`config.mk`:
```
export PLATFORM = sky130hd
export DESIGN_NAME = spd_target
export DESIGN_NICKNAME = d
export VERILOG_FILES = /design/src/rtl/spd_pkg.sv /design/src/rtl/spd_line_sync.sv /design/src/rtl/spd_store.sv /design/src/rtl/spd_target.sv
export SDC_FILE = /design/constraint.sdc
export NUM_CORES = 2
export LEC_CHECK = 0
export BUFFER_PORTS_ARGS = -buffer_cell sky130_fd_sc_hd__buf_2
export CORE_MARGIN = 2
export CORE_UTILIZATION = 45
export CTS_CLUSTER_DIAMETER = 150
export DETAILED_ROUTE_END_ITERATION = 7
export GPL_TIMING_DRIVEN = 0
export PLACE_DENSITY = 0.67
export SETUP_SLACK_MARGIN = 0.1
export SLEW_MARGIN = 20
export SYNTH_ARGS = -nofsm -noshare
export SYNTH_HDL_FRONTEND = slang
export SYNTH_SLANG_ARGS = --single-unit
```
`constraint.sdc`:
```
create_clock -name clk -period 4.7 [get_ports clk]
set_input_delay 0.47 -clock clk [delete_from_list [all_inputs] [get_ports clk]]
set_output_delay 0.47 -clock clk [all_outputs]
set_load 0.05 [all_outputs]
```
`src/rtl/spd_pkg.sv`:
```
package spd_pkg;

    typedef enum logic [3:0] {
        ST_IDLE,
        ST_ADDR,
        ST_AACK,
        ST_WORD,
        ST_WACK,
        ST_DATA,
        ST_TX,
        ST_MACK
    } spd_state_e;

    localparam logic [3:0] DEV_TYPE_ID = 4'b1010;

endpackage

```
`src/rtl/spd_line_sync.sv`:
```
module spd_line_sync #(
    parameter int STAGES = 2
) (
    input  logic clk,
    input  logic rst_n,
    input  logic scl_i,
    input  logic sda_i,
    output logic scl_s,
    output logic sda_s,
    output logic scl_rise,
    output logic scl_fall,
    output logic start_ev,
    output logic stop_ev
);
    localparam int NLINES = 2;

    logic [NLINES-1:0] raw;
    logic [NLINES-1:0] synced;
    logic [NLINES-1:0] prev_q;

    assign raw = {sda_i, scl_i};

    for (genvar g = 0; g < NLINES; g++) begin : g_line
        logic [STAGES-1:0] chain_q;
        always_ff @(posedge clk or negedge rst_n) begin
            if (!rst_n) begin
                chain_q <= '1;
            end else begin
                chain_q <= {chain_q[STAGES-2:0], raw[g]};
            end
        end
        assign synced[g] = chain_q[STAGES-1];
    end

    always_ff @(posedge clk or negedge rst_n) begin
        if (!rst_n) begin
            prev_q <= '1;
        end else begin
            prev_q <= synced;
        end
    end

    assign scl_s    = synced[0];
    assign sda_s    = synced[1];
    assign scl_rise = synced[0] & ~prev_q[0];
    assign scl_fall = ~synced[0] & prev_q[0];
    assign start_ev = synced[0] & prev_q[0] & prev_q[1] & ~synced[1];
    assign stop_ev  = synced[0] & prev_q[0] & ~prev_q[1] & synced[1];

endmodule

```
`src/rtl/spd_store.sv`:
```
module spd_store #(
    parameter int AW = 8,
    parameter int DW = 8
) (
    input  logic          clk,
    input  logic          we,
    input  logic [AW-1:0] waddr,
    input  logic [DW-1:0] wdata,
    input  logic [AW-1:0] raddr,
    output logic [DW-1:0] rdata
);
    localparam int DEPTH = 1 << AW;

    logic [DW-1:0] mem [DEPTH];

    always_ff @(posedge clk) begin
        if (we) begin
            mem[waddr] <= wdata;
        end
    end

    assign rdata = mem[raddr];

endmodule

```
`src/rtl/spd_target.sv`:
```
module spd_target
    import spd_pkg::*;
#(
    parameter int         AW        = 8,
    parameter int         SYNC_LEN  = 2,
    parameter logic [6:0] LOCK_ADDR = 7'h3A
) (
    input  logic       clk,
    input  logic       rst_n,
    input  logic [2:0] strap_i,
    input  logic       scl_i,
    input  logic       sda_i,
    output logic       sda_oe_o
);
    localparam int DW   = 8;
    localparam int CW   = $clog2(DW + 1);
    localparam logic [CW-1:0] FULL = CW'(DW);
    localparam logic [CW-1:0] LAST = CW'(DW - 1);

    typedef struct packed {
        spd_state_e    st;
        logic [CW-1:0] cnt;
        logic [DW-1:0] sr;
        logic [AW-1:0] ptr;
        logic          oe;
        logic          rw;
        logic          lk_tgt;
        logic          lock;
        logic          mack;
    } regs_t;

    regs_t q, d;

    logic          scl_s, sda_s, scl_rise, scl_fall, start_ev, stop_ev;
    logic          mem_we;
    logic [DW-1:0] rdata;
    logic [6:0]    my_addr;

    spd_line_sync #(.STAGES(SYNC_LEN)) u_sync (
        .clk      (clk),
        .rst_n    (rst_n),
        .scl_i    (scl_i),
        .sda_i    (sda_i),
        .scl_s    (scl_s),
        .sda_s    (sda_s),
        .scl_rise (scl_rise),
        .scl_fall (scl_fall),
        .start_ev (start_ev),
        .stop_ev  (stop_ev)
    );

    spd_store #(.AW(AW), .DW(DW)) u_store (
        .clk   (clk),
        .we    (mem_we),
        .waddr (q.ptr),
        .wdata (q.sr),
        .raddr (q.ptr),
        .rdata (rdata)
    );

    assign my_addr = {DEV_TYPE_ID, strap_i};

    always_comb begin
        d      = q;
        mem_we = 1'b0;
        if (start_ev) begin
            d.st  = ST_ADDR;
            d.cnt = '0;
            d.oe  = 1'b0;
        end else if (stop_ev) begin
            d.st = ST_IDLE;
            d.oe = 1'b0;
        end else begin
            case (q.st)
                ST_ADDR, ST_WORD, ST_DATA: begin
                    if (scl_rise && q.cnt < FULL) begin
                        d.sr  = {q.sr[DW-2:0], sda_s};
                        d.cnt = q.cnt + 1'b1;
                    end else if (scl_fall && q.cnt == FULL) begin
                        if (q.st == ST_ADDR) begin
                            if (q.sr[7:1] == my_addr) begin
                                d.oe     = 1'b1;
                                d.rw     = q.sr[0];
                                d.lk_tgt = 1'b0;
                                d.st     = ST_AACK;
                            end else if (q.sr[7:1] == LOCK_ADDR && !q.sr[0]) begin
                                d.oe     = 1'b1;
                                d.lk_tgt = 1'b1;
                                d.lock   = 1'b1;
                                d.st     = ST_AACK;
                            end else begin
                                d.st = ST_IDLE;
                            end
                        end else if (q.st == ST_WORD) begin
                            d.ptr = q.sr[AW-1:0];
                            d.oe  = 1'b1;
                            d.st  = ST_WACK;
                        end else begin
                            mem_we = !q.lock;
                            d.ptr  = q.ptr + 1'b1;
                            d.oe   = 1'b1;
                            d.st   = ST_WACK;
                        end
                    end
                end
                ST_AACK: begin
                    if (scl_fall) begin
                        d.oe  = 1'b0;
                        d.cnt = '0;
                        if (q.lk_tgt) begin
                            d.st = ST_IDLE;
                        end else if (q.rw) begin
                            d.sr  = rdata;
                            d.oe  = ~rdata[DW-1];
                            d.ptr = q.ptr + 1'b1;
                            d.st  = ST_TX;
                        end else begin
                            d.st = ST_WORD;
                        end
                    end
                end
                ST_WACK: begin
                    if (scl_fall) begin
                        d.oe  = 1'b0;
                        d.cnt = '0;
                        d.st  = ST_DATA;
                    end
                end
                ST_TX: begin
                    if (scl_fall) begin
                        if (q.cnt == LAST) begin
                            d.oe = 1'b0;
                            d.st = ST_MACK;
                        end else begin
                            d.oe  = ~q.sr[DW-2];
                            d.sr  = {q.sr[DW-2:0], 1'b0};
                            d.cnt = q.cnt + 1'b1;
                        end
                    end
                end
                ST_MACK: begin
                    if (scl_rise) begin
                        d.mack = sda_s;
                    end else if (scl_fall) begin
                        if (!q.mack) begin
                            d.sr  = rdata;
                            d.oe  = ~rdata[DW-1];
                            d.ptr = q.ptr + 1'b1;
                            d.cnt = '0;
                            d.st  = ST_TX;
                        end else begin
                            d.st = ST_IDLE;
                        end
                    end
                end
                default: begin
                    d.oe = 1'b0;
                end
            endcase
        end
    end

    always_ff @(posedge clk or negedge rst_n) begin
        if (!rst_n) begin
            q <= '{st: ST_IDLE, cnt: '0, sr: '0, ptr: '0, oe: 1'b0,
                   rw: 1'b0, lk_tgt: 1'b0, lock: 1'b0, mack: 1'b1};
        end else begin
            q <= d;
        end
    end

    assign sda_oe_o = q.oe;

endmodule

```
==> flow_summary.toml <==
[yosys]
ys.flop_type = "edfxtp_1"
synth-seq-cells = 2082
synthArstFlopShare = 0.0163
synth_area_mm2 = 0.0807
ys_types = 67
synthTopCellsByCount = "edfxtp_1 (2048), mux4_2 (529), nor2_1 (286)"
synth_largest_area_cell = "edfxtp_1"
synth_fp_nets = 3798
netlist.area_leader.share = 0.762
synth.most_common_cell = "edfxtp_1"
synth_edf_count = 2048
netlist_instances = 3785
avgSynthCellArea_um2 = 21.3
synth.area.top_cells = "edfxtp_1 (76%), mux4_2 (15%), a22oi_1 (1.9%)"
synth_seq_area_share = 0.773
ys.warnings.count = 0

[routing]
via_per_inst = 6.76
via_count = 44500
routedWlPerCell_um = 40.8
route.final.wire_length_um = 269000
drc_errors = 0
drt_first_pass_iters = 8
detail-route-antenna-nets = 0
drtIter0Drc = 8937

[final_layout]
syn_to_final_growth_pct = 14.2
final-seq-area_mm2 = 0.0624
fin_area_mm2 = 0.0922
fin_util = 0.517
drive_above_1_share = 0.289
fin_nets = 4067
fillCellCount = 13600
multi_input_comb_area_mm2 = 0.0176

[critical_path]
crit_path_max_fanout = 10
startpoint_type = "flop"
cpPeakStageDelay_ns = 0.87
crit_slowest_cell = "nor2_1"
arrival_ns = 5.35
worst_path_most_repeated_cell = "buf_2"
cp-end-kind = "flop"
crit_required_ns = 5.17
path_class = "reg2reg"
path_cells = "buf_2 -> buf_2 -> nor2_1 -> clkbuf_2 -> buf_2 -> nand2_1 -> clkbuf_2 -> nor2_1"

[cts]
cts_tree = "done"
cts.path.max_buffers = 3
clk_latency_ns = 0.89
cts_root_buffer = "clkbuf_16"
cts_buffers = 204
htreeDepth = 4
cts.sinks = 2082
path_clk_slew_ns = 0.07

[power]
ir_worst_vdd_mv = 0.410
pwr_density_cell_mw_per_mm2 = 527
p_leak_nw = 27.5

[floorplanning]
boundaryPins = 8
initial_core_util = 0.453
core_mm2 = 0.178
die_w_um = 427
fp-row-count = 155
dieArea_mm2 = 0.183
die_h_um = 427

[timing]
finalHoldViolCount = 0
maxSlewViolCount = 0
fin_skew_ns = 0.0609
fmax_mhz = 205
setup_ws_ns = -0.174
rsz0062_at_grt = "true"
min_period_over_period = 1.04
slew_headroom = 0.0915
post-route-min-period_ns = 4.87
tightest_slew_ns = 1.36
finalSetupViolCount = 153

[grt]
grt_overflow = 0
grt_pass1_wl_um = 358000
grt_max_degree = 87
grt_pass1_vias = 42100
grtUsageTotal = 0.295
antenna_found_initial = 13

[min_path]
hold_class = "in2reg"

[placement]
place.gp.congestion = 1.04
placedInstanceArea_mm2 = 0.0851
portBuffers = 7
dp_hpwl_um = 179000

[outcome]
violations = "setup timing"
status = "finished with violations"

[flow_run]
drv_cap = 0
state kept, by name, summed over array words and instances, names as in the netlist:
| register | count |
|---|---|
| q | 27 |
| sda_oe_o | 1 |
| u_store.mem | 2048 |
| u_sync.g_line.chain_q | 4 |
| u_sync.prev_q | 2 |
critical path: cells and delay by family (launching register included):
family        cells  cell delay, ns
buf+inv           5            2.22
simple gates      3            1.79
flops             1            0.37
what timing repair did:
| action | in CTS | in global routing |
|---|---|---|
| hold buffers | 3 | 0 |
| gates resized for setup | 110 | 79 |
| endpoints found under the hold margin | 29 | 0 |
| setup endpoints to repair | 1909 | 710 |
| pin swaps | 0 | 0 |
| buffers inserted | 0 | 0 |
final cells by class:
class	count	area share
Sequential cell	2082	0.677
Clock inverter	128	0.0138
Inverter	11	0.000448
Timing Repair Buffer	63	0.0146
Clock buffer	246	0.0573
Tap cell	2355	0.0320
Multi-Input combinational cell	1459	0.190
Buffer	233	0.0144
Antenna cell	4	0.000109
final timing paths:
path,end,from,slack (ns),cells past startpoint
setup / recovery,u_store.mem[146][5],q[7],-0.17,8
setup reg to reg,u_store.mem[146][5],q[7],-0.17,8
min in group asynchronous,q[24],rst_n,0.30,2
max in group asynchronous,q[16],rst_n,3.65,2
hold reg to reg,u_sync.g_line[1].chain_q[1],u_sync.g_line[1].chain_q[0],0.36,0
hold / removal,q[2],strap_i[1],0.13,5
where the power goes:
part	internal, mW	total, mW	switching, mW
clock network	9.03	16.2	7.20
registers	22.7	23.3	0.579
logic	3.13	9.04	5.91
cell families after synthesis:
family          synth area share
xor+xnor                0.000434
flops                      0.773
buf+inv                   0.0151
mux                        0.150
fa+ha+maj               0.000930
compound gates            0.0350
simple gates              0.0252
through the flow:
step / cells / hold slack (ns) / setup TNS, ns / setup slack [ns] / power, mW
after global placement: 6147 / 0.346 / -1866.06 / -3.15 / 31.0
after CTS: 6576 / 0.0824 / -10.10 / -0.149 / 48.2
after floorplan: 3785 / 0.174 / 0 / 0.228 / 28.5
final: 6581 / 0.133 / -6.94 / -0.174 / 48.5
after global routing: 6577 / 0.141 / -1.41 / -0.0750 / 49.4
after detailed placement: 6199 / 0.347 / -476.86 / -0.733 / 32.4
routing by layer:
layer / part of all wire / global-route usage / up-vias
li1: - / - / 16500
met2: 0.43 / 0.419 / 3942
met4: 0.074 / 0.175 / 18
met5: 0.0019 / 0.00767 / -
met1: 0.35 / 0.387 / 23200
met3: 0.15 / 0.113 / 833
cell usage in the layout, fill, tap and decap left out, types with 19 or more instances in the layout:
cell type / n
clkbuf_1: 97
buf_16: 36
buf_2: 67
o21ai_0: 31
clkbuf_2: 59
buf_4: 27
edfxtp_1: 2048
nor2_2: 129
a22oi_1: 201
clkbuf_16: 205
clkinv_1: 55
mux4_2: 529
nand2_1: 69
nor4_1: 22
clkinv_2: 33
buf_6: 21
dfrtp_1: 19
nor2_1: 155
a21oi_1: 124
Note: power is estimated with default switching activity, not from simulation.
